**src/rtl/mscr_pkg.sv**
```systemverilog
package mscr_pkg;

  localparam int unsigned WORD_W = 18;

  typedef struct packed {
    logic              carry;
    logic [WORD_W-1:0] value;
  } fold_t;

  // Double adder: plain and corrected sums are formed independently,
  // then the carry picks one of them.
  function automatic fold_t fold_sum(input logic [WORD_W-1:0] a,
                                     input logic [WORD_W-1:0] b,
                                     input logic              cin,
                                     input logic [WORD_W-1:0] adj);
    logic [WORD_W+1:0] plain;
    logic [WORD_W+1:0] shifted;
    fold_t             r;
    plain   = {2'b00, a} + {2'b00, b} + {{(WORD_W+1){1'b0}}, cin};
    shifted = {2'b00, a} + {2'b00, b} + {2'b00, adj} + {{(WORD_W+1){1'b0}}, cin};
    r.carry = plain[WORD_W] | shifted[WORD_W];
    r.value = r.carry ? shifted[WORD_W-1:0] : plain[WORD_W-1:0];
    return r;
  endfunction

endpackage

```
**src/rtl/mscr_lane.sv**
```systemverilog
module mscr_lane
  import mscr_pkg::*;
#(
  parameter logic [WORD_W-1:0] SEED = '0,
  parameter logic [WORD_W-1:0] ADJ  = 18'd4030
) (
  input  logic              clk,
  input  logic              init,
  input  logic              en,
  input  logic [WORD_W-1:0] op_a,
  input  logic [WORD_W-1:0] op_b,
  output logic [WORD_W-1:0] val_q,
  output logic              carry_q
);

  localparam logic [WORD_W:0] MODV = {1'b1, {WORD_W{1'b0}}} - {1'b0, ADJ};

  fold_t           nxt;
  logic [WORD_W:0] raw_sum;

  assign nxt     = fold_sum(op_a, op_b, carry_q, ADJ);
  assign raw_sum = {1'b0, op_a} + {1'b0, op_b} + {{WORD_W{1'b0}}, carry_q};

  always_ff @(posedge clk) begin
    if (init) begin
      val_q   <= SEED;
      carry_q <= 1'b0;
    end else if (en) begin
      val_q   <= nxt.value;
      carry_q <= nxt.carry;
    end
  end

  // the stored value plus the modulus when the carry is set restores the raw sum
  a_r4_fold_residue: assert property (@(posedge clk) disable iff (init)
    en |=> (({1'b0, val_q} + (carry_q ? MODV : '0)) == $past(raw_sum)));

  // no update without enable
  a_r6_lane_hold: assert property (@(posedge clk) disable iff (init)
    !en |=> ($stable(val_q) && $stable(carry_q)));

  // accumulator stays below the modulus
  a_r8_below_modulus: assert property (@(posedge clk) disable iff (init)
    ({1'b0, val_q} < MODV));

endmodule

```
**src/rtl/mod_stream_scrambler.sv**
```systemverilog
module mod_stream_scrambler
  import mscr_pkg::*;
#(
  parameter int unsigned       MSG_W  = 17,
  parameter logic [WORD_W-1:0] SEED_X = 18'd187319,
  parameter logic [WORD_W-1:0] SEED_Y = 18'd111981,
  parameter logic [WORD_W-1:0] ADJ    = 18'd4030
) (
  input  logic              clk,
  input  logic              init,
  input  logic              in_valid,
  input  logic [MSG_W-1:0]  msg_in,
  output logic              out_valid,
  output logic [WORD_W-1:0] out_word
);

  localparam int unsigned     PAD_W = WORD_W - MSG_W;
  localparam logic [WORD_W:0] MODV  = {1'b1, {WORD_W{1'b0}}} - {1'b0, ADJ};

  logic [WORD_W-1:0] msg_ext;
  logic [WORD_W-1:0] x_val, y_val;
  logic              x_cy, y_cy;

  assign msg_ext = {{PAD_W{1'b0}}, msg_in};

  // X path: message + Y + X carry
  mscr_lane #(.SEED(SEED_X), .ADJ(ADJ)) u_xlane (
    .clk(clk), .init(init), .en(in_valid),
    .op_a(msg_ext), .op_b(y_val),
    .val_q(x_val), .carry_q(x_cy)
  );

  // Y path: X + Y + Y carry
  mscr_lane #(.SEED(SEED_Y), .ADJ(ADJ)) u_ylane (
    .clk(clk), .init(init), .en(in_valid),
    .op_a(x_val), .op_b(y_val),
    .val_q(y_val), .carry_q(y_cy)
  );

  always_ff @(posedge clk) begin
    if (init) out_valid <= 1'b0;
    else      out_valid <= in_valid;
  end

  assign out_word = x_val;

  // X takes message + old Y + old X carry, modulo the fold
  a_r2_x_source: assert property (@(posedge clk) disable iff (init)
    in_valid |=> (({1'b0, out_word} + (x_cy ? MODV : '0)) ==
                  $past({1'b0, msg_ext} + {1'b0, y_val} + {{WORD_W{1'b0}}, x_cy})));

  // Y takes old X + old Y + old Y carry
  a_r3_y_source: assert property (@(posedge clk) disable iff (init)
    in_valid |=> (({1'b0, y_val} + (y_cy ? MODV : '0)) ==
                  $past({1'b0, x_val} + {1'b0, y_val} + {{WORD_W{1'b0}}, y_cy})));

  // valid follows an accepted word
  a_r5_valid_follows: assert property (@(posedge clk) disable iff (init)
    in_valid |=> out_valid);

  // idle cycle leaves output word and drops valid
  a_r6_idle_quiet: assert property (@(posedge clk) disable iff (init)
    !in_valid |=> (!out_valid && $stable(out_word)));

endmodule

```
**config.mk**
```make
export PLATFORM = sky130hd
export DESIGN_NAME = mod_stream_scrambler
export DESIGN_NICKNAME = d
export VERILOG_FILES = /design/src/rtl/mscr_pkg.sv /design/src/rtl/mscr_lane.sv /design/src/rtl/mod_stream_scrambler.sv
export SDC_FILE = /design/constraint.sdc
export NUM_CORES = 1
export LEC_CHECK = 0
export BUFFER_PORTS_ARGS = -buffer_cell sky130_fd_sc_hd__buf_2
export CORE_MARGIN = 2
export CORE_UTILIZATION = 59
export DETAILED_ROUTE_END_ITERATION = 10
export GPL_TIMING_DRIVEN = 0
export MAX_ROUTING_LAYER = met4
export PLACE_DENSITY = 0.79
export SYNTH_ARGS = -nofsm -noshare
export SYNTH_HDL_FRONTEND = slang
export SYNTH_SLANG_ARGS = --single-unit
```
**constraint.sdc**
```tcl
create_clock -name clk -period 14.5 [get_ports clk]
set_input_delay 3.625 -clock clk [delete_from_list [all_inputs] [get_ports clk]]
set_output_delay 3.625 -clock clk [all_outputs]
set_load 0.05 [all_outputs]
```
==> run summary <==
The flow ran to the end, and the final reports show no timing, DRC or antenna violations. Number of clock sinks seen by CTS: 39. STA puts the critical path data required time at 14.67 ns.

The tools report the antenna cell count as 0. Post-CTS setup repair buffer count: 0. Clock skew on the completed layout was measured at 0.00669 ns.

The share of cells above drive strength 1 is 0.0949. The count of hold-fix buffers inserted at cts came out at 0. The number of different library cells used by synthesis comes to 70.

The final setup slack of the worst path is 6.99 ns. The first-pass detailed-route iteration total was 5; the clock transition at the registers of the reported paths was 0.08 ns. Among all flip-flop cells after synthesis, the most frequent one is sky130_fd_sc_hd__dfxtp_1. Timing would allow up to 0.133 GHz. The number of warnings printed during yosys synthesis was 0; the share of the clock period used by the worst path after layout was 0.518. For the routability-driven placement congestion ratio, the log shows 0.995. The post-DP HPWL is 11.0 mm, and the number of port buffers is 38. The detailed-route vias per instance works out to 6.60. Number of antenna violations at the first check in global routing: 0. Setup repair after global routing left no endpoint under its margin.

Summed over all layers, the routed wires come to 13.9 mm. Counting along the longest clock path gives a buffer depth of 2. STA classifies the critical path startpoint as an input pin. The run gives 0 ns as the final total negative setup slack.

The synthesized netlist cell count was 618. The clock period could shrink to 7.51 ns. The initial cell density of the core was 0.604. Yosys attributes the largest share of cell area to sky130_fd_sc_hd__dfxtp_1 (17%), sky130_fd_sc_hd__ha_1 (11%), sky130_fd_sc_hd__a21oi_1 (5.3%).

The die covers 0.00856 mm^2. The run gives 39 as the number of I/O pins. The global route total overflow is 0. Once detail routing completed, the nets flagged for antenna violations numbered 0. For this run, the number of standard cells in the final layout without fillers is 766. Data arrives at the worst endpoint at 7.68 ns. The number of cells upsized or downsized after cts is 0. In this run the number of H-tree levels came out at 2.

The relative max-transition margin is 0.442, and the count of flip-flops with a built-in enable after synthesis is 0. The count of placed standard cells including taps is 758, and the mean instance size in the synthesized netlist is 7.48 um^2. TritonCTS created 5 clock buffers.

The worst setup path is captured at a flip-flop. Setup violations remaining at the end of the flow were counted as 0. The top cell type by total area after synthesis is sky130_fd_sc_hd__dfxtp_1. The run gives 0 as the number of hold violations in the final report.

For this run, design rule violations remaining after detail routing come to 0. Global router's overall resource usage: 0.336. The pre-CTS worst setup slack is 6.73 ns, and the number of max-slew violations in the final report is 0.

The growth of design area from synthesis to finish works out to 9.42%. The area of the mapped netlist came out at 0.00462 mm^2. After the first detailed-routing iteration, the DRC count stood at 478.

Along the worst path, the maximum fanout reaches 10. Dividing the detail-routed wire length by the instance count gives 18.2 um. Area share of the largest cell type after synthesis: 0.169. The final route contains 5057 vias. Class of the most critical hold timing path: reg -> reg. The first global-routing pass estimated 22.7 mm of wire.

The number of nets in the synthesized netlist is 681. The tools report the total core area as 0.00765 mm^2. The logs give 0.169 for the sequential area share after synthesis and 32 for the placement row count. Max-cap violations in this run came to 0. The critical path is of the in -> reg type. At the pin with the least slew margin, the transition time is 0.831 ns.

At the later pin of the worst-skew pair, clock insertion delay measures 0.30 ns. TritonCTS built the clock tree. The synthesized design contains 39 register bits. Height of the die: 92.5 um. Entering global routing, the biggest net connects 13 pins. The via count of the first global-routing pass is 4677, and the async set-reset flop share out of synthesis is 0. The floorplan die width works out to 92.5 um.

CTS placed an instance of sky130_fd_sc_hd__clkbuf_8 at the clock tree root. For this run, the post-layout net count is 726.
## placed cells by master, fill, tap and decap left out, types with 20 or more instances in the layout
| cell | synthesis | layout |
|---|---|---|
| sky130_fd_sc_hd__a211oi_1 | 24 | 24 |
| sky130_fd_sc_hd__ha_1 | 41 | 41 |
| sky130_fd_sc_hd__xor2_1 | 20 | 20 |
| sky130_fd_sc_hd__dfxtp_1 | 39 | 39 |
| sky130_fd_sc_hd__a21oi_1 | 49 | 49 |
| sky130_fd_sc_hd__clkbuf_1 | 22 | 22 |
| sky130_fd_sc_hd__buf_2 | 2 | 40 |
| sky130_fd_sc_hd__o21ai_0 | 37 | 37 |
| sky130_fd_sc_hd__nor2_1 | 52 | 52 |
| sky130_fd_sc_hd__nand2_1 | 46 | 46 |
| sky130_fd_sc_hd__nand3_1 | 24 | 24 |
## routing by layer
metal	vias to the layer above	share of wire	track usage
met3	24	0.061	0.0179
met5	-	0	-
met4	0	0.016	0.0734
met1	2406	0.45	0.443
li1	2446	-	-
met2	181	0.47	0.571
## sequential cells by signal (all words and copies together), names as in the netlist
register,cells
u_ylane.carry_q,1
u_xlane.carry_q,1
u_ylane.val_q,18
out_valid,1
u_xlane.val_q,18
## cells in the mapped netlist, types with 3 or more instances
cell type,count
sky130_fd_sc_hd__nor2_1,52
sky130_fd_sc_hd__a21oi_1,49
sky130_fd_sc_hd__nand2_1,46
sky130_fd_sc_hd__ha_1,41
sky130_fd_sc_hd__dfxtp_1,39
sky130_fd_sc_hd__o21ai_0,37
sky130_fd_sc_hd__a211oi_1,24
sky130_fd_sc_hd__nand3_1,24
sky130_fd_sc_hd__clkbuf_1,22
sky130_fd_sc_hd__xor2_1,20
sky130_fd_sc_hd__nor3_1,19
sky130_fd_sc_hd__and2_1,15
sky130_fd_sc_hd__xnor2_1,15
sky130_fd_sc_hd__and3_1,14
sky130_fd_sc_hd__inv_1,14
sky130_fd_sc_hd__nor2b_1,12
sky130_fd_sc_hd__or3_1,12
sky130_fd_sc_hd__a21o_1,11
sky130_fd_sc_hd__o21a_1,11
sky130_fd_sc_hd__nand4_1,10
sky130_fd_sc_hd__a211o_1,9
sky130_fd_sc_hd__mux2i_1,9
sky130_fd_sc_hd__nor4_1,8
sky130_fd_sc_hd__o31ai_1,7
sky130_fd_sc_hd__nand2b_1,6
sky130_fd_sc_hd__or4_1,6
sky130_fd_sc_hd__o221ai_1,5
sky130_fd_sc_hd__a311oi_1,4
sky130_fd_sc_hd__nand3b_1,4
sky130_fd_sc_hd__o211ai_1,4
sky130_fd_sc_hd__o21bai_1,4
sky130_fd_sc_hd__a221o_1,3
sky130_fd_sc_hd__a221oi_1,3
sky130_fd_sc_hd__a31o_2,3
sky130_fd_sc_hd__a31oi_1,3
sky130_fd_sc_hd__and4_1,3
sky130_fd_sc_hd__nand4b_1,3
sky130_fd_sc_hd__o311a_1,3
sky130_fd_sc_hd__o31a_1,3
sky130_fd_sc_hd__or2_2,3
## path summary, 6_finish.rpt
check,cells after the start,slack (ns),end,startpoint
setup / recovery,15,6.99,u_xlane.val_q[11],msg_in[0]
hold / removal,2,0.50,u_ylane.carry_q,u_ylane.carry_q
setup reg to reg,14,9.62,u_ylane.val_q[5],u_ylane.val_q[0]
hold reg to reg,2,0.50,u_ylane.carry_q,u_ylane.carry_q
## worst max-delay path: stages
cell and delay, ns:
sky130_fd_sc_hd__buf_2 0.10, sky130_fd_sc_hd__ha_1 0.24, sky130_fd_sc_hd__fa_1 0.45, sky130_fd_sc_hd__a21o_1 0.20
sky130_fd_sc_hd__a31o_2 0.28, sky130_fd_sc_hd__a2111oi_0 0.42, sky130_fd_sc_hd__or4_1 0.17, sky130_fd_sc_hd__clkbuf_1 0.22
sky130_fd_sc_hd__nand3_1 0.18, sky130_fd_sc_hd__or4_1 0.57, sky130_fd_sc_hd__a41oi_2 0.39, sky130_fd_sc_hd__buf_2 0.33
sky130_fd_sc_hd__mux2i_1 0.26, sky130_fd_sc_hd__xnor2_1 0.15, sky130_fd_sc_hd__o21ai_0 0.09
## final cells by class
type	count	area (um^2)
Clock buffer	6	82.6
Clock inverter	2	35.0
Buffer	25	100
Inverter	15	56.3
Sequential cell	39	781
Timing Repair Buffer	38	190
Fill cell	684	2590
Tap cell	102	128
Multi-Input combinational cell	539	3680
## cell families after synthesis
kind of cell	count (synthesis)	synth area share
buffers and inverters	40	0.0338
muxes	10	0.0219
xor gates and xnor gates	36	0.0723
and+or+nand+nor	244	0.277
adders and majority gates	43	0.120
DFF	39	0.169
AOI/OAI and AO/OA	206	0.306
## per-stage QoR
| stage | cell area (um^2) | util | hold WS [ns] |
|---|---|---|---|
| floorplan | 4620 | - | 0.450 |
| global placement | 4940 | 0.646 | 0.467 |
| detailed placement | 4940 | 0.646 | 0.484 |
| CTS | 5060 | 0.661 | 0.496 |
| global route | 5060 | 0.661 | 0.528 |
| finish | 5060 | 0.661 | 0.502 |
Power is left out: the tool's default activity adds up to more than one toggle a clock period on the data nets, which glitch-free logic cannot reach.
